**src/rtl/cdiv_pkg.sv**
```systemverilog
package cdiv_pkg;
  localparam int CDIV_REG_W    = 16;
  localparam int CDIV_DIV_W    = 6;
  localparam int CDIV_SEL_W    = 2;
  localparam int CDIV_SEL_LSB  = 6;
  localparam int CDIV_STOP_BIT = 8;
  localparam int CDIV_NSRC     = 3;

  // Mask of the bits that the control word actually stores.
  function automatic logic [CDIV_REG_W-1:0] cdiv_keep_mask(
    input int div_w, input int sel_w, input int sel_lsb, input int stop_bit);
    logic [CDIV_REG_W-1:0] m;
    m = '0;
    for (int i = 0; i < CDIV_REG_W; i++) begin
      if (i < div_w) m[i] = 1'b1;
      if (i >= sel_lsb && i < sel_lsb + sel_w) m[i] = 1'b1;
      if (i == stop_bit) m[i] = 1'b1;
    end
    return m;
  endfunction
endpackage

```
**src/rtl/cdiv_ctl_reg.sv**
```systemverilog
module cdiv_ctl_reg #(
  parameter int REG_W    = 16,
  parameter int DIV_W    = 6,
  parameter int SEL_W    = 2,
  parameter int SEL_LSB  = 6,
  parameter int STOP_BIT = 8
) (
  input  logic             clk,
  input  logic             rst_n,
  input  logic             wr_en,
  input  logic [REG_W-1:0] wr_data,
  output logic [DIV_W-1:0] div_q,
  output logic [DIV_W-1:0] div_d,
  output logic [SEL_W-1:0] sel_q,
  output logic             stop_q,
  output logic [REG_W-1:0] rd_data
);
  logic [SEL_W-1:0] sel_d;
  logic             stop_d;

  always_comb begin
    div_d  = wr_en ? wr_data[DIV_W-1:0]       : div_q;
    sel_d  = wr_en ? wr_data[SEL_LSB +: SEL_W] : sel_q;
    stop_d = wr_en ? wr_data[STOP_BIT]         : stop_q;
  end

  always_ff @(posedge clk) begin
    if (!rst_n) begin
      div_q  <= '1;
      sel_q  <= '0;
      stop_q <= 1'b1;
    end else begin
      div_q  <= div_d;
      sel_q  <= sel_d;
      stop_q <= stop_d;
    end
  end

  always_comb begin
    rd_data                    = '0;
    rd_data[DIV_W-1:0]         = div_q;
    rd_data[SEL_LSB +: SEL_W]  = sel_q;
    rd_data[STOP_BIT]          = stop_q;
  end
endmodule

```
**src/rtl/cdiv_src_pick.sv**
```systemverilog
module cdiv_src_pick #(
  parameter int NSRC  = 3,
  parameter int SEL_W = 2
) (
  input  logic [NSRC-1:0]  src_tick,
  input  logic [SEL_W-1:0] sel,
  output logic             tick_sel
);
  logic [NSRC-1:0] hit;
  logic            in_range;

  for (genvar i = 0; i < NSRC; i++) begin : g_hit
    assign hit[i] = (sel == SEL_W'(i)) && src_tick[i];
  end

  assign in_range = int'(sel) < NSRC;
  assign tick_sel = in_range ? (|hit) : src_tick[0];
endmodule

```
**src/rtl/cdiv_core.sv**
```systemverilog
module cdiv_core #(
  parameter int DIV_W = 6
) (
  input  logic             clk,
  input  logic             rst_n,
  input  logic             tick_in,
  input  logic             stop_q,
  input  logic [DIV_W-1:0] div_q,
  input  logic [DIV_W-1:0] div_d,
  output logic             tick_out
);
  logic [DIV_W-1:0] cnt;
  logic [DIV_W-1:0] act_div;
  logic             halted;
  logic             period_end;

  assign halted     = stop_q && (div_q != '0);
  assign period_end = tick_in && (cnt == act_div);

  always_ff @(posedge clk) begin
    if (!rst_n) begin
      cnt      <= '0;
      act_div  <= '1;
      tick_out <= 1'b0;
    end else if (halted) begin
      cnt      <= '0;
      act_div  <= div_d;
      tick_out <= 1'b0;
    end else if (period_end) begin
      cnt      <= '0;
      act_div  <= div_q;
      tick_out <= 1'b1;
    end else begin
      if (tick_in) cnt <= cnt + 1'b1;
      tick_out <= 1'b0;
    end
  end
endmodule

```
**src/rtl/cdiv6_top.sv**
```systemverilog
module cdiv6_top #(
  parameter int REG_W    = cdiv_pkg::CDIV_REG_W,
  parameter int DIV_W    = cdiv_pkg::CDIV_DIV_W,
  parameter int SEL_W    = cdiv_pkg::CDIV_SEL_W,
  parameter int SEL_LSB  = cdiv_pkg::CDIV_SEL_LSB,
  parameter int STOP_BIT = cdiv_pkg::CDIV_STOP_BIT,
  parameter int NSRC     = cdiv_pkg::CDIV_NSRC
) (
  input  logic             clk,
  input  logic             rst_n,
  input  logic             wr_en,
  input  logic [REG_W-1:0] wr_data,
  output logic [REG_W-1:0] rd_data,
  input  logic [NSRC-1:0]  src_tick,
  output logic             tick_out
);
  logic [DIV_W-1:0] div_q;
  logic [DIV_W-1:0] div_d;
  logic [SEL_W-1:0] sel_q;
  logic             stop_q;
  logic             tick_sel;

  cdiv_ctl_reg #(
    .REG_W(REG_W), .DIV_W(DIV_W), .SEL_W(SEL_W),
    .SEL_LSB(SEL_LSB), .STOP_BIT(STOP_BIT)
  ) u_ctl (
    .clk(clk), .rst_n(rst_n), .wr_en(wr_en), .wr_data(wr_data),
    .div_q(div_q), .div_d(div_d), .sel_q(sel_q), .stop_q(stop_q),
    .rd_data(rd_data)
  );

  cdiv_src_pick #(.NSRC(NSRC), .SEL_W(SEL_W)) u_pick (
    .src_tick(src_tick), .sel(sel_q), .tick_sel(tick_sel)
  );

  cdiv_core #(.DIV_W(DIV_W)) u_core (
    .clk(clk), .rst_n(rst_n), .tick_in(tick_sel), .stop_q(stop_q),
    .div_q(div_q), .div_d(div_d), .tick_out(tick_out)
  );
endmodule

```
**config.mk**
```make
export PLATFORM = sky130hd
export DESIGN_NAME = cdiv6_top
export DESIGN_NICKNAME = d
export VERILOG_FILES = /design/src/rtl/cdiv_pkg.sv /design/src/rtl/cdiv_ctl_reg.sv /design/src/rtl/cdiv_src_pick.sv /design/src/rtl/cdiv_core.sv /design/src/rtl/cdiv6_top.sv
export SDC_FILE = /design/constraint.sdc
export NUM_CORES = 1
export LEC_CHECK = 0
export BUFFER_PORTS_ARGS = -buffer_cell sky130_fd_sc_hd__buf_2
export CAP_MARGIN = 20
export CORE_MARGIN = 2
export CORE_UTILIZATION = 52
export DETAILED_ROUTE_END_ITERATION = 10
export PLACE_DENSITY = 0.86
export SLEW_MARGIN = 20
export SYNTH_ARGS = -nofsm -noshare
export SYNTH_HDL_FRONTEND = slang
export SYNTH_SLANG_ARGS = --single-unit
```
**constraint.sdc**
```tcl
create_clock -name clk -period 3.3 [get_ports clk]
set_clock_uncertainty 0.05 [all_clocks]
set_input_delay 0 -clock clk [delete_from_list [all_inputs] [get_ports clk]]
set_output_delay 0 -clock clk [all_outputs]
set_load 0.005 [all_outputs]
```
==> impl_metrics.py <==
metrics = {
    "logic_synthesis": {
        "synth_edf_count": 0,
        "avgSynthCellArea_um2": 9.34,
        "synth_area_mm2": 0.00111,
        "synth-seq-area-share_pct": 39.6,
        "synth_cells": 119,
        "synth.top_cell.area_share_pct": 39.6,
        "synth_ff_type": "dfxtp_1",
        "yosys.area.top_type": "dfxtp_1",
        "ys_seq_elements": 22,
        "synthArstFlopShare_pct": 0,
        "ys_types": 29,
        "yosys_warnings": 0,
        "synthTopCellsByArea": "dfxtp_1 40%, mux2i_1 5.4%, buf_4 5.4%",
    },
    "clock_tree": {
        "path_clk_slew_ns": 0.12,
        "post-cts-setup-buffers": 0,
        "cts_root_buf": "clkbuf_4",
        "cts_resized": 0,
        "insertion_delay_ns": 0.31,
        "htreeDepth": 1,
        "clock-sinks": 22,
        "cts_hold_buf": 17,
        "numCtsBuffers": 3,
        "cts_tree": "done",
        "clock_path_buffers": 2,
    },
    "global_routing": {
        "antenna_found_initial": 0,
        "grt_max_degree": 20,
        "grt_pass1_wl_um": 4510,
        "grt_pass1_vias": 992,
        "grt_usage_pct": 23.3,
        "overflow": 0,
    },
    "timing": {
        "tns_ns": 0,
        "rsz0062_at_grt": "no",
        "setup_viol": 0,
        "hold_viol_final": 0,
        "drv_slew": 0,
        "min_period_ns": 1.81,
        "fmaxAchievable_ghz": 0.553,
        "finalCritPeriodShare_pct": 54.8,
    },
    "routing": {
        "wl_per_cell_um": 14.3,
        "postRouteAntennaNets": 0,
        "vias": 1032,
        "wl_um": 2640,
        "post-route-drc-count": 0,
        "dr.pass1.iters": 4,
        "avgViaCountPerCell": 5.58,
        "drt_iter0_drc": 11,
    },
    "pwr": {
        "ir_drop_mv": 0.285,
        "power_leakage_nw": 0.558,
        "p_per_area_mw_per_mm2": 383,
    },
    "floorplan": {
        "dieArea_mm2": 0.00252,
        "coreArea_mm2": 0.00198,
        "io_pins": 39,
        "start_util_pct": 56.1,
        "die_h_um": 50.2,
        "die_x_um": 50.2,
        "placementRows": 16,
    },
    "setup_path": {
        "path_class": "flip-flop to flip-flop",
        "cp_data_arrival_time_ns": 1.94,
        "worstPathRequired_ns": 3.43,
        "end_kind": "flip-flop",
        "crit_slowest_cell": "or4_4",
        "crit_path_cell_trace": "or4_4 > o31a_1 > o21ai_0 > o311ai_1",
        "critPathLaunchType": "flip-flop",
        "critPathMaxFanout": 6,
        "critPathMaxStageDelay_ns": 0.55,
    },
    "cells_and_area": {
        "seqCellArea_um2": 440,
        "design_area_mm2": 0.00142,
        "n_fill_cell": 129,
        "drive_gt1_share_pct": 21.5,
        "area_delta_synth_final_pct": 27.6,
        "multiInputGateArea_um2": 587,
        "nNetsFinal": 182,
        "antenna_cells": 0,
    },
    "flow_run": {
        "drv_cap": 0,
    },
    "place": {
        "gp_congestion": 0.806,
        "hpwl_um": 1710,
        "dpl_cell_area_mm2": 0.00121,
        "io_buffers": 24,
    },
    "run_status": {
        "run_status": "finished, final reports clean",
    },
    "worst_hold_path": {
        "hp-class": "primary input to flip-flop",
    },
}
worst max-delay path, delay by kind of cell, from the launching register on:
family / cells / cell delay, ns
AO/OA/AOI/OAI: 3 / 0.73
AND/OR/NAND/NOR: 1 / 0.55
flip-flops: 1 / 0.34
Yosys cell counts (2+ instances only):
cell and number:
dfxtp_1 22, or3_1 2, nand4_1 2, o311ai_1 6, inv_1 8, nand2_1 12, o21ai_0 8, o211ai_1 6
a21oi_1 4, xnor2_1 6, clkbuf_1 3, o311ai_0 6, buf_4 8, nor2_1 4, or4_1 2, mux2i_1 6
o31ai_1 2
worst paths after layout:
path / start / to / slack [ns] / cells past startpoint
max: u_ctl.div_q[4] / u_core.act_div[2] / 1.49 / 4
min: wr_en / u_ctl.sel_q[1] / 0.1 / 3
max reg2reg: u_ctl.div_q[4] / u_core.act_div[2] / 1.49 / 4
min reg2reg: u_core.cnt[5] / u_core.cnt[5] / 0.46 / 2
placed cells by master (no fill, tap or decap), drive strengths merged, types with 4 or more instances in the layout:
master / n
buf: 24
dfxtp: 22
dlygate4sd3: 17
o311ai: 13
nand2: 12
o21ai: 8
inv: 8
conb: 7
mux2i: 6
xnor2: 6
o211ai: 6
a21oi: 4
nor2: 4
clkbuf: 4
layout make-up:
type                       count  area share [%]
clock buffer                   4            2.56
inverter                       8            2.12
multi-input combinational     83            41.4
sequential                    22            31.1
tap                           27            2.38
timing repair buffer          41            20.5
registers in the layout (all words and copies together), names as in the netlist:
register         count
u_core.act_div       6
u_core.cnt           6
u_ctl.div_q          6
u_ctl.sel_q          2
u_core.tick_out      1
u_ctl.stop_q         1
kinds of logic (layout without fill, tap and decap cells):
family | Yosys count | after routing | synth area share (%)
AOI/OAI and AO/OA | 35 | 35 | 24.4
and+or+nand+nor | 26 | 26 | 12.6
DFF | 22 | 22 | 39.6
buffers and inverters | 20 | 53 | 9.57
xor gates and xnor gates | 7 | 7 | 5.52
muxes | 7 | 7 | 6.76
adders and majority gates | 1 | 1 | 1.13
other | 1 | 7 | 0.338
per-layer routing:
layer	vias up	track usage, %	wire length (um)
met5	-	0	0
met3	4	5.06	92
met4	0	11.1	27
met2	30	39.7	1370
met1	488	27.5	1150
li1	510	-	-
report_power, final:
| group | leakage (nW) | switching, mW | total [mW] | internal (mW) |
|---|---|---|---|---|
| logic | 0.356 | 0.0473 | 0.0957 | 0.0484 |
| clock network | 0.0210 | 0.0845 | 0.152 | 0.0675 |
| registers | 0.181 | 0.0148 | 0.295 | 0.281 |
| total | 0.558 | 0.147 | 0.543 | 0.397 |
through the flow:
stage / hold WS, ns / total power [mW] / cells / worst slack, ns / utilization (%)
global placement: 0.163 / 0.372 / 164 / 1.61 / 61.1
floorplan: 0.0787 / 0.357 / 125 / 1.68 / -
detailed placement: 0.184 / 0.376 / 164 / 1.57 / 61.1
CTS: 0.0856 / 0.539 / 185 / 1.53 / 71.5
finish: 0.0975 / 0.543 / 185 / 1.49 / 71.5
global route: 0.132 / 0.569 / 185 / 1.41 / 71.5
(Power assumes the default switching activity.)
